File: src/rtl/trace_sync_pkg.sv
package trace_sync_pkg;

  typedef enum logic [1:0] {
    MSG_NONE = 2'd0,
    MSG_ERR  = 2'd1,
    MSG_WP   = 2'd2,
    MSG_DT   = 2'd3
  } msgType_e;

  // Strobes from arbitration control to the sync state datapath
  typedef struct packed {
    logic dtPlain;  // plain data-trace message enqueued
    logic dtSync;   // sync data-trace message enqueued
    logic arm;      // an event requires the next data-trace message to sync
  } syncStrobe_t;

endpackage

File: src/rtl/trace_sync_state.sv
module trace_sync_state
  import trace_sync_pkg::*;
#(
  parameter int SYNC_PERIOD = 255
) (
  input  logic        clk,
  input  logic        rstN,
  input  syncStrobe_t strobe,
  output logic        syncNeed
);
  localparam int CNT_W = $clog2(SYNC_PERIOD + 1);
  localparam logic [CNT_W-1:0] CNT_LIMIT = CNT_W'(SYNC_PERIOD);

  logic             pendSync;
  logic [CNT_W-1:0] plainCnt;
  logic             cntFull;

  assign cntFull  = (plainCnt == CNT_LIMIT);
  assign syncNeed = pendSync | cntFull;

  // Arming takes precedence over clearing in the same cycle
  always_ff @(posedge clk) begin
    if (!rstN) begin
      pendSync <= 1'b1;
    end else if (strobe.arm) begin
      pendSync <= 1'b1;
    end else if (strobe.dtSync) begin
      pendSync <= 1'b0;
    end
  end

  always_ff @(posedge clk) begin
    if (!rstN) begin
      plainCnt <= '0;
    end else if (strobe.dtSync) begin
      plainCnt <= '0;
    end else if (strobe.dtPlain && !cntFull) begin
      plainCnt <= plainCnt + 1'b1;
    end
  end

  AST_ARM_SETS_PEND: assert property (@(posedge clk) disable iff (!rstN)
    strobe.arm |=> pendSync);
  AST_SYNC_CLEARS: assert property (@(posedge clk) disable iff (!rstN)
    (strobe.dtSync && !strobe.arm) |=> (!pendSync && plainCnt == '0));
  AST_CNT_BOUND: assert property (@(posedge clk) disable iff (!rstN)
    plainCnt <= CNT_LIMIT);
  AST_PLAIN_ONLY_IF_CLEAR: assert property (@(posedge clk) disable iff (!rstN)
    strobe.dtPlain |-> !syncNeed);
endmodule

File: src/rtl/trace_sync_arb.sv
module trace_sync_arb
  import trace_sync_pkg::*;
(
  input  logic        clk,
  input  logic        rstN,
  input  logic        traceEn,
  input  logic        errReq,
  input  logic        wpReq,
  input  logic        dtReq,
  input  logic        secureHit,
  input  logic        evtIn,
  input  logic        evtInEn,
  input  logic        modeExit,
  input  logic        qOverrun,
  input  logic        syncNeed,
  output logic        enqValid,
  output msgType_e    enqType,
  output logic        enqSync,
  output syncStrobe_t strobe
);
  logic dtLive;
  logic dtWin;
  logic evtArm;

  assign dtLive = dtReq & traceEn;
  assign evtArm = evtIn & evtInEn & traceEn;

  always_comb begin
    enqType = MSG_NONE;
    dtWin   = 1'b0;
    if (!qOverrun) begin
      if (errReq) begin
        enqType = MSG_ERR;
      end else if (wpReq) begin
        enqType = MSG_WP;
      end else if (dtLive && !secureHit) begin
        enqType = MSG_DT;
        dtWin   = 1'b1;
      end
    end
  end

  assign enqValid = (enqType != MSG_NONE);
  assign enqSync  = dtWin & syncNeed;

  always_comb begin
    strobe.dtPlain = dtWin & ~syncNeed;
    strobe.dtSync  = dtWin & syncNeed;
    strobe.arm     = ~traceEn | modeExit | evtArm | qOverrun | (dtLive & ~dtWin);
  end

  AST_ERR_FIRST: assert property (@(posedge clk) disable iff (!rstN)
    (errReq && !qOverrun) |-> enqType == MSG_ERR);
  AST_WP_SECOND: assert property (@(posedge clk) disable iff (!rstN)
    (wpReq && !errReq && !qOverrun) |-> enqType == MSG_WP);
  AST_OVERRUN_BLOCKS: assert property (@(posedge clk) disable iff (!rstN)
    qOverrun |-> !enqValid);
  AST_SYNC_DT_ONLY: assert property (@(posedge clk) disable iff (!rstN)
    enqSync |-> enqType == MSG_DT);
  AST_DISABLED_NO_DT: assert property (@(posedge clk) disable iff (!rstN)
    !traceEn |-> enqType != MSG_DT);
  AST_SECURE_NO_DT: assert property (@(posedge clk) disable iff (!rstN)
    secureHit |-> enqType != MSG_DT);
endmodule

File: src/rtl/trace_sync_ctrl.sv
module trace_sync_ctrl
  import trace_sync_pkg::*;
#(
  parameter int SYNC_PERIOD = 255
) (
  input  logic       clk,
  input  logic       rstN,
  input  logic       traceEn,
  input  logic       errReq,
  input  logic       wpReq,
  input  logic       dtReq,
  input  logic       secureHit,
  input  logic       evtIn,
  input  logic       evtInEn,
  input  logic       modeExit,
  input  logic       qOverrun,
  output logic       enqValid,
  output logic [1:0] enqType,
  output logic       enqSync
);
  syncStrobe_t strobe;
  logic        syncNeed;
  msgType_e    typeSel;

  trace_sync_arb uArb (
    .clk(clk), .rstN(rstN), .traceEn(traceEn), .errReq(errReq), .wpReq(wpReq),
    .dtReq(dtReq), .secureHit(secureHit), .evtIn(evtIn), .evtInEn(evtInEn),
    .modeExit(modeExit), .qOverrun(qOverrun), .syncNeed(syncNeed),
    .enqValid(enqValid), .enqType(typeSel), .enqSync(enqSync), .strobe(strobe)
  );

  trace_sync_state #(.SYNC_PERIOD(SYNC_PERIOD)) uState (
    .clk(clk), .rstN(rstN), .strobe(strobe), .syncNeed(syncNeed)
  );

  assign enqType = typeSel;

  AST_VALID_MATCHES_TYPE: assert property (@(posedge clk) disable iff (!rstN)
    enqValid == (enqType != 2'd0));
  AST_MODE_EXIT_SYNC: assert property (@(posedge clk) disable iff (!rstN)
    ($past(modeExit) && dtReq && traceEn && !secureHit && !errReq && !wpReq && !qOverrun)
      |-> enqSync);
endmodule

File: config.mk
export PLATFORM = sky130hd
export DESIGN_NAME = trace_sync_ctrl
export DESIGN_NICKNAME = d
export VERILOG_FILES = /design/src/rtl/trace_sync_pkg.sv /design/src/rtl/trace_sync_state.sv /design/src/rtl/trace_sync_arb.sv /design/src/rtl/trace_sync_ctrl.sv
export SDC_FILE = /design/constraint.sdc
export NUM_CORES = 1
export LEC_CHECK = 0
export BUFFER_PORTS_ARGS = -buffer_cell sky130_fd_sc_hd__clkbuf_2
export CAP_MARGIN = 5
export CORE_AREA = 2 2 39 41
export DETAILED_ROUTE_END_ITERATION = 12
export DIE_AREA = 0 0 41 43
export REMOVE_ABC_BUFFERS = 1
export SLEW_MARGIN = 20
export SYNTH_ARGS = -nofsm -noshare
export SYNTH_HDL_FRONTEND = slang
export SYNTH_SLANG_ARGS = --single-unit
File: constraint.sdc
create_clock -name clk -period 1.58 [get_ports clk]
set_clock_uncertainty 0.1 [all_clocks]
set_input_delay 0.316 -clock clk [delete_from_list [all_inputs] [get_ports clk]]
set_output_delay 0.316 -clock clk [all_outputs]
set_load 0.02 [all_outputs]
# Word-level counts from Yosys, hierarchy flattened
# Index checks and enable logic that the tools add are counted.
# word_totals
input_bits	11
mem_count	0
output_inout_bits	4
wordCells	34
latchBits	0
ram_bits	0
ff_bits	9
romBits	0
# classes
order_cmp	0
mux	8
n_addsub	1
n_reduce_logical	7
bitwise_logic	15
mul	0
n_eq_ne	1
n_shift	0
div	0
# ops
cell	count
$add A8 B1 Y8 const B	1
$eq A8 B8 Y1 const B	1
$mux W2	4
$and A1 B1 Y1	6
$or A1 B1 Y1	5
$mux W1	4
$not A1 Y1	4
$reduce_or A2 Y1	2
$logic_and A1 B1 Y1	2
$logic_not A1 Y1	2
$reduce_bool A2 Y1	1

# Longest topological paths before layout
# Gate-level depths: netlist (run 1).
# logic_depth
depth_word	10
ltp_mapped	5
depth_no_buf	5

# Modules after synthesis
# A second synthesis (run 1) with hierarchy kept.
# unflattened
hier_cells	62
area_unflattened_um2	550.5
# by_module_without_submodules
mod	cells_each	area_per_inst_um2	seq_area_each_um2	n_inst
trace_sync_state	47	442.9	180.2	1
trace_sync_arb	15	107.6	0.0	1

# Least setup slack after synthesis (run 1)
# No wires, ideal clock.
# synth_timing
path_kind	input to output
startpoint	in wpReq
endpoint	out enqValid
required_time_ns	1.164
setup_slack_ns	-0.093
arrival_ns	1.257
cell_stages	4
path_buffers	0
cell_sequence	and4bb_2 -> nor2_1 -> nor2_1 -> or2_2
# synth_via
elab_chain_len	4
# synth_rtl
item	line	rtl
from (decl)	trace_sync_ctrl.sv:10	input logic wpReq,
$mux W2	trace_sync_arb.sv:34	end else if (wpReq) begin
$mux W2	trace_sync_arb.sv:32	if (errReq) begin
$mux W2	trace_sync_arb.sv:31	if (!qOverrun) begin
net enqType[0]	trace_sync_ctrl.sv:18	output logic [1:0] enqType,
$reduce_bool A2 Y1	trace_sync_arb.sv:43	assign enqValid = (enqType != MSG_NONE);
to (decl)	trace_sync_ctrl.sv:17	output logic enqValid,
# The timed path passes the listed nets, and every way through them passes these cells.

# Final worst setup path (run 1)
# layout_timing
startpoint	reg uState.plainCnt[2]
endpoint	reg uState.plainCnt[3]
# layout_via
elab_chain_len	5
word_cells_on_any_way	9
classes_between	1 x add/sub; 1 x eq/ne; 4 x bitwise; 3 x reduce/logical
# layout_rtl
item	line	rtl
from (decl)	trace_sync_state.sv:15	logic [CNT_W-1:0] plainCnt;
from (signal assigned)	trace_sync_state.sv:38	plainCnt <= plainCnt + 1'b1;
branches (longest 5 deep; another with $add A8 B1 Y8)	--	
# Parallel ways; which one is timed is not known.
# A chain may end at the register's enable or synchronous reset.

==> results.json, run 1 <==
{
  "worst-path-buf-inv": 1,
  "violations": "negative setup slack",
  "yosysWarnings": 0,
  "coreArea_um2": 1380,
  "cts_tree": "yes",
  "critPathKind": "register to register",
  "seqCellArea_um2": 185,
  "start_kind": "register",
  "met1_usage_pct": 23.0,
  "maxSlewHeadroom_pct": 78.5,
  "synth_cell_types": 26,
  "layout_setup_ws_ps": -91.7,
  "dr.pass1.iters": 5,
  "path_max_fanout": 5,
  "fill_cells": 99,
  "worst-slew-pin-transition_ps": 318,
  "dieArea_um2": 1760,
  "outcome": "finished with violations",
  "die_h_um": 43,
  "critPathRequiredTime_ps": 1670,
  "antenna_left": 0,
  "die_w_um": 41,
  "grt_pass1_vias": 603,
  "grt_max_degree": 7,
  "cts_hold_buffers": 0,
  "synth-seq-cells": 9,
  "timing.final.crit_share_pct": 106,
  "rsz0062_at_grt": "yes",
  "finalMaxSlewViolations": 0,
  "busiest_layer": "met2",
  "hpwl_mm": 1.04,
  "initial_core_util_pct": 37.1,
  "finalPower_w": 0.000480,
  "grt_pass1_wl_mm": 2.42,
  "reg2reg_slack_ps": -90,
  "cp_slowest_cell": "or4_1",
  "multi_input_area_um2": 407,
  "htreeDepth": 1,
  "drc": 0,
  "period_needed_ps": 1670,
  "io-pin-count": 15,
  "syn_inst": 61,
  "grt_usage_pct": 20.0,
  "rows": 14,
  "vias": 633,
  "critical_path.top_delay_family": "simple AND/OR/NAND/NOR gates",
  "drv_cap": 0,
  "clock_latency_ps": 250,
  "root_buffer": "clkbuf_4",
  "drive_above_1_share_pct": 57.4,
  "totalWireLength_mm": 1.49,
  "routedWlPerCell_um": 12.8,
  "path_clk_slew_ps": 60,
  "vias_per_cell": 5.41,
  "syn_to_final_growth_pct": 79.5,
  "setup_viol_count_final": 6,
  "synthesis.area_um2": 513,
  "power_density_nw_per_um2": 521,
  "grt_overflow": 0,
  "hp-class": "input pin to register",
  "p_leak_nw": 0.377,
  "design_area_um2": 921,
  "tns_ps": -311,
  "synth_seq_area_share_pct": 35.1,
  "met3_usage_pct": 4.71,
  "drtIter0Drc": 1,
  "port_buffers": 14,
  "place_ws_ps": -134,
  "antenna_cells": 0,
  "peakVddDrop_v": 0.000318,
  "placed_cell_area_um2": 723,
  "fmax_ghz": 0.598,
  "syn_avg_cell_area_um2": 8.41,
  "gp_congestion": 0.775,
  "crit_chain": "and4_4 > buf_6 > a41o_4 > or4_1 > a21oi_1",
  "max_stage_delay_ps": 470,
  "cts_inserted_buffers": 3,
  "antenna_found_initial": 0,
  "clk_path_buf_depth": 2,
  "met2_usage_pct": 32.5,
  "setup.worst_path.end_class": "register",
  "hold_viol_final": 0,
  "crit_arrival_ps": 1760,
  "nNetsFinal": 114,
  "clock-sinks": 9
}
[synth_stat cells]
cell | count | share of area [%]
or4_1 | 4 | 5.9
nand2_2 | 1 | 1.2
nand2_1 | 6 | 4.4
and3_2 | 1 | 1.5
or2_2 | 1 | 1.2
o21ai_1 | 1 | 0.97
o21ba_2 | 1 | 2.0
nor3_1 | 1 | 0.97
and4bb_2 | 1 | 2.4
nand3_1 | 4 | 3.9
a41o_1 | 1 | 2.0
nand4_1 | 3 | 3.7
a21boi_0 | 1 | 1.5
o21a_1 | 2 | 2.9
nor2_1 | 7 | 5.1
ha_1 | 1 | 2.4
xor2_1 | 1 | 1.7
mux2i_1 | 1 | 2.0
dfxtp_1 | 9 | 35
nand2b_1 | 2 | 2.4
nor4bb_1 | 1 | 2.0
nor2b_1 | 1 | 1.2
and4_4 | 1 | 2.2
a21oi_1 | 4 | 3.9
o31ai_1 | 4 | 5.9
a41oi_1 | 1 | 1.7
[through the flow]
stage / hold WS (ps) / cells / utilization (%)
4_1_cts: 164 / 117 / 61.3
3_3_place_gp: 362 / 107 / 52.3
5_1_grt: 181 / 117 / 66.5
6_report: 170 / 117 / 66.5
3_5_place_dp: 375 / 107 / 52.3
2_1_floorplan: 322 / 61 / -
[routing by layer]
layer  routed length [µm]  part of all wire [%]
met5                    0                     0
met2                  791                    53
met4                   14                  0.94
met1                  625                    42
met3                   61                   4.1
[worst min-delay path, delay by kind of cell]
family / cells / cell delay, ps
simple gates: 2 / 100
buf+inv: 1 / 70
[cell usage in the layout (no fill, tap or decap), types with 2 or more instances in the layout]
cell type	instances
nor2_2	2
o21a_1	2
nand2b_1	2
nand3_1	4
nand2_1	6
o31ai_1	3
or4_1	3
nor2_1	5
buf_6	6
clkbuf_2	9
nand4_1	3
dfxtp_1	5
buf_4	20
a21oi_1	3
clkbuf_4	3
dfxtp_2	4
[sequential cells by signal (all words and copies together) (netlist names)]
register         flops
uState.pendSync      1
uState.plainCnt      8
[worst paths after layout]
path,endpoint,startpoint,depth (start not counted)
worst max-delay path,uState.plainCnt[3],uState.plainCnt[2],5
worst min-delay path,uState.pendSync,evtInEn,3
worst max register to register,uState.plainCnt[3],uState.plainCnt[2],5
worst min register to register,uState.plainCnt[5],uState.plainCnt[5],2
[logic make-up after synthesis]
kind of cell             count (synthesis)  share of synthesized area, %
adder cells (fa/ha/maj)                  1                          2.44
XOR/XNOR                                 1                          1.71
flip-flops                               9                          35.1
multiplexers                             1                          1.95
AND/OR/NAND/NOR                         34                          38.1
AO/OA/AOI/OAI                           15                          20.7
[cell type report]
class,instances,share of cell area (%)
Clock buffer,4,2.85
Timing Repair Buffer,36,30.7
Sequential cell,9,20.1
Multi-Input combinational cell,52,44.2
Tap cell,16,2.17
[timing repair]
action,4_1_cts,5_1_grt
gates cloned,0,0
resized for setup,10,20
setup buffers,6,0
pin swaps,8,5
endpoints found under the setup margin,6,8
[power by group]
group / total (W) / switching [W] / internal, W
Sequential: 0.000227 / 0.000000394 / 0.000227
Clock: 0.000178 / 0.0000810 / 0.0000973
Combinational: 0.0000737 / 0.0000317 / 0.0000420
Total: 0.000480 / 0.000113 / 0.000366
No activity file was read; power rests on OpenSTA's default activity.
==> run 2: changes to the inputs <==
==> constraint.sdc (replaced) <==
create_clock -name clk -period 1.58 [get_ports clk]
set_clock_uncertainty 0.1 [all_clocks]
set_input_delay 0 -clock clk [delete_from_list [all_inputs] [get_ports clk]]
set_output_delay 0 -clock clk [all_outputs]
set_load 0.02 [all_outputs]
==> results.json, run 2 (same netlist as run 1, synthesis figures left out) <==
{
  "rows": 14,
  "drive_above_1_share_pct": 41.7,
  "max_flop_register": "uState.plainCnt",
  "cts_tree": "yes",
  "netSwitchingPower_w": 0.000123,
  "antenna_found_initial": 0,
  "rsz0062_at_grt": "yes",
  "outcome": "finished clean",
  "peakVddDrop_v": 0.000341,
  "hp-class": "input pin to register",
  "sw_frac_of_total_pct": 25.6,
  "routedWlPerCell_um": 12.7,
  "grt_pass1_wl_mm": 2.52,
  "cts_inserted_buffers": 3,
  "p_comb_share_pct": 12.9,
  "mostFrequentLayoutCells": "13 x clkbuf_2, 11 x buf_4, 7 x nor2_1, 7 x dlygate4sd3_1, 6 x nand2_1",
  "initial_core_util_pct": 37.1,
  "dieArea_um2": 1760,
  "grt_usage_pct": 21.9,
  "max_stage_delay_ps": 470,
  "dp_cells": 101,
  "antenna_cells": 0,
  "tns_ps": 0,
  "p_seq_share_pct": 47.2,
  "hpwl_um": 941,
  "path_clk_slew_ps": 70,
  "vias_per_cell": 5.28,
  "period_needed_ps": 1550,
  "p_int_w": 0.000358,
  "drv_cap": 0,
  "setup_viol_count_final": 0,
  "worstSetupStartpoint": "uState.plainCnt[5]",
  "crit_chain": "and4_4 > a41o_1 > or4_1 > a21oi_1",
  "crit_arrival_ps": 1660,
  "clock-sinks": 9,
  "finalMaxSlewViolations": 0,
  "timing.final.crit_share_pct": 98.2,
  "critPathRequiredTime_ps": 1690,
  "power_density_nw_per_um2": 597,
  "clk_path_buf_depth": 2,
  "worst-slew-pin-transition_ps": 473,
  "timing.rr.start": "uState.plainCnt[5]",
  "fill_cells": 124,
  "critPathKind": "register to register",
  "p_leak_nw": 0.331,
  "largest_register_ffs": 8,
  "hp-start": "errReq",
  "totalWireLength_mm": 1.42,
  "drc": 0,
  "largestRegisters": "uState.plainCnt (8), uState.pendSync (1)",
  "finalNonFillerCells": 112,
  "setup.worst_path.end_class": "register",
  "die_h_um": 43,
  "antenna_left": 0,
  "cp_slowest_cell": "or4_1",
  "coreArea_um2": 1380,
  "ff2ff_path_depth": 4,
  "grt_max_degree": 8,
  "die_w_um": 41,
  "maxSlewHeadroom_pct": 68.4,
  "fmax_ghz": 0.645,
  "start_kind": "register",
  "final_common_cell": "clkbuf_2",
  "clock_latency_ps": 280,
  "finalPower_w": 0.000482,
  "path_max_fanout": 5,
  "syn_to_final_growth_pct": 57.3,
  "holdPathStages": 4,
  "port_buffers": 14,
  "vias": 591,
  "drtIter0Drc": 4,
  "p_clk_share_pct": 39.9,
  "hold_viol_final": 0,
  "grt_overflow": 0,
  "io-pin-count": 15,
  "gp_congestion": 0.718,
  "htreeDepth": 1,
  "grt_pass1_vias": 600,
  "dr.pass1.iters": 3,
  "nNetsFinal": 109,
  "root_buffer": "clkbuf_4"
}
[run 2: cell count changes in the layout (fill, tap and decap cells not counted), sizes merged]
cell,change
clkbuf,+4
dlygate4sd3,+7
buf,-16
[run 2: power groups by stage]
| stage | Sequential (W) | Clock (W) | Combinational (W) |
|---|---|---|---|
| CTS | 0.000227 | 0.000194 | 0.0000614 |
| global placement | 0.000232 | 0 | 0.0000473 |
| detailed placement | 0.000232 | 0 | 0.0000477 |
| finish | 0.000227 | 0.000192 | 0.0000623 |
| floorplan | 0.000233 | 0 | 0.0000227 |
| global route | 0.000227 | 0.000209 | 0.0000686 |
[run 2: metal layers]
metal,part of all wire [%],up-vias,GRT usage (%)
met2,48,19,32.2
met3,4.5,5,6.28
li1,-,310,-
met4,3.0,0,13.3
met5,0,-,0
met1,45,257,26.6
[run 2: critical path: cells and delay by family, from the launching register on]
family / cells / cell delay, ps
AND/OR/NAND/NOR: 2 / 660
flip-flops: 1 / 330
AO/OA/AOI/OAI: 2 / 390
[run 2: through the flow]
stage / area (µm²) / hold slack [ps] / util (%) / setup WS (ps)
6_report: 807 / 34.1 / 58.3 / 28.9
5_1_grt: 807 / 62.1 / 58.3 / -30.8
4_1_cts: 797 / 33.3 / 57.6 / 0.459
3_5_place_dp: 678 / 112 / 49.0 / -68.1
3_3_place_gp: 678 / 107 / 49.0 / -51.1
2_1_floorplan: 513 / -15.7 / - / -20.1
[run 2: path summary, 6_finish.rpt]
kind | slack, ps | endpoint
worst min-delay path | 30 | uState.plainCnt[1]
worst min register to register | 390 | uState.plainCnt[5]
worst max register to register | 30 | uState.plainCnt[5]
worst max-delay path | 30 | uState.plainCnt[5]
[run 2: layout make-up]
class / count / area, µm² / share of cell area (%)
multi-input cells: 52 / 358 / 44.3
repair buffers: 31 / 218 / 27.0
flip-flops and latches: 9 / 185 / 22.9
clock buffers: 4 / 26.3 / 3.26
well taps: 16 / 20.0 / 2.48
[run 2: timing repair]
item                                    4_1_cts  5_1_grt
endpoints found under the setup margin        4        4
hold buffers                                  7        0
gates cloned                                  0        0
pin swaps                                     3        4
setup buffers                                 0        0
hold endpoints to repair                      2        0
gates resized for setup                       6        5
==> run 3: changes to the inputs <==
ABC_AREA = 1   (was not set)
CORE_AREA = not set   (was 2 2 39 41)
CORE_UTILIZATION = 46   (was not set)
DIE_AREA = not set   (was 0 0 41 43)
PLACE_DENSITY = 0.72   (was not set)
SKIP_CTS_REPAIR_TIMING = 1   (was not set)
==> results.json, run 3 <==
{
  "start_kind": "register",
  "fill_cells": 113,
  "critPathKind": "register to output port",
  "synth-seq-cells": 9,
  "post-route-util_pct": 63.6,
  "setup_viol_count_final": 0,
  "synthesis.area_um2": 666,
  "p_leak_nw": 0.343,
  "routedWlPerCell_um": 10.8,
  "dieArea_um2": 1600,
  "rows": 13,
  "syn_to_final_growth_pct": 25.9,
  "place_ws_ps": 175,
  "yosys.area.top_type": "dfxtp_1",
  "hold_viol_final": 0,
  "crit_arrival_ps": 1420,
  "worst-slew-pin-transition_ps": 222,
  "drtIter0Drc": 13,
  "io-pin-count": 15,
  "layout_setup_ws_ps": 56.4,
  "grt_overflow": 0,
  "die_w_um": 40.0,
  "yosysWarnings": 0,
  "critPathRequiredTime_ps": 1480,
  "root_buffer": "clkbuf_4",
  "totalWireLength_mm": 1.32,
  "initial_core_util_pct": 50.5,
  "vias": 605,
  "antenna_left": 0,
  "syn_inst": 85,
  "ys.flop_type": "dfxtp_1",
  "path_max_fanout": 4,
  "finalMaxSlewViolations": 0,
  "nNetsFinal": 120,
  "fmax_ghz": 0.656,
  "syn_avg_cell_area_um2": 7.83,
  "synth_edf_count": 0,
  "cts_tree": "yes",
  "htreeDepth": 1,
  "vias_per_cell": 4.96,
  "largest_register_ffs": 8,
  "port_buffers": 14,
  "clock_latency_ps": 270,
  "outcome": "finished clean",
  "dp_cells": 114,
  "async_flop_share_pct": 0,
  "coreArea_um2": 1320,
  "grt_usage_pct": 18.4,
  "timing.final.crit_share_pct": 96.4,
  "drv_cap": 0,
  "grt_pass1_wl_mm": 1.98,
  "grt_pass1_vias": 507,
  "gp_congestion": 0.778,
  "finalNonFillerCells": 122,
  "power_density_nw_per_um2": 561,
  "die_h_um": 40.0,
  "clock-sinks": 9,
  "final_common_cell": "nand2_1",
  "design_area_um2": 838,
  "peakVddDrop_v": 0.000370,
  "mostFrequentLayoutCells": "27 x nand2_1, 13 x clkbuf_2, 8 x inv_1, 8 x a21oi_2, 7 x dfxtp_1",
  "drc": 0,
  "hp-class": "input pin to register",
  "grt_max_degree": 9,
  "period_needed_ps": 1520,
  "synth_cell_types": 22,
  "clk_path_buf_depth": 2,
  "placed_cell_area_um2": 754,
  "maxSlewHeadroom_pct": 85.2,
  "whs_ps": 42.1,
  "synth_area_leaders": "dfxtp_1 27%, nand2_1 15%, a21oi_2 11%",
  "antenna_cells": 0,
  "hpwl_um": 965,
  "synth_common_cells": "27 x nand2_1, 9 x dfxtp_1, 8 x a21oi_2, 8 x inv_1, 5 x nor2_4",
  "max_flop_register": "uState.plainCnt",
  "synth_most_common_cell": "nand2_1",
  "dr.pass1.iters": 4,
  "netlist.area_leader.share_pct": 27.1,
  "path_clk_slew_ps": 70,
  "setup.worst_path.end_class": "output port",
  "drive_above_1_share_pct": 43.0,
  "synth_seq_area_share_pct": 27.1,
  "largestRegisters": "uState.plainCnt (8), uState.pendSync (1)",
  "cts_inserted_buffers": 3,
  "antenna_found_initial": 0
}
run 3: changes by cell type after synthesis, moves of 5 or more:
cell,previous run,this run
a21oi_2,0,8
inv_1,0,8
nand2_1,6,27
nor2_1,7,2
nor2_4,0,5
run 3: report_power, final:
part	internal [W]	leakage, nW	switching, W
combinational	0.0000254	0.255	0.0000325
sequential	0.000225	0.0738	0.000000497
clock	0.0000976	0.0150	0.0000891
total	0.000348	0.343	0.000122
run 3: area by class of cell:
cell class	count	area, µm²	share of cell area [%]
Clock buffer	4	26.3	3.13
Inverter	8	30.0	3.58
Tap cell	15	18.8	2.24
Timing Repair Buffer	18	110	13.1
Sequential cell	9	185	22.1
Multi-Input combinational cell	68	468	55.8
run 3: final timing paths:
path | start | endpoint | slack [ps] | cells past startpoint
worst min register to register | uState.plainCnt[7] | uState.plainCnt[7] | 410 | 2
worst max register to register | uState.pendSync | uState.pendSync | 140 | 5
worst min-delay path | secureHit | uState.plainCnt[0] | 40 | 5
worst max-delay path | uState.plainCnt[0] | enqSync | 60 | 8
run 3: cells by family (layout without fill, tap and decap cells):
logic type | after synthesis | count (layout) | synth area share (%)
AND/OR/NAND/NOR | 51 | 51 | 46.8
AO/OA/AOI/OAI | 12 | 12 | 14.5
flip-flops | 9 | 9 | 27.1
buffers and inverters | 8 | 30 | 4.51
XOR/XNOR | 4 | 4 | 5.26
adder cells (fa/ha/maj) | 1 | 1 | 1.88
run 3: through the flow:
step,power [W],TNS [ps]
final,0.000471,0
after global routing,0.000490,-14.5
after CTS,0.000470,-71.5
after detailed placement,0.000286,0
after global placement,0.000285,0
after floorplan,0.000262,0
run 3: layer usage:
| layer | share of wire, % | GRT usage (%) |
|---|---|---|
| met3 | 3.4 | 3.33 |
| met4 | 1.4 | 10.3 |
| met5 | 0 | 0 |
| met1 | 46 | 22.2 |
| met2 | 49 | 30.2 |
run 3: worst max-delay path: stages (launching register included):
cell and delay (ps):
dfxtp_2 370, ha_4 160, inv_1 60, nor2_4 120, nand2_2 80, nand2_4 90
nand2_4 80, inv_1 70, buf_4 130
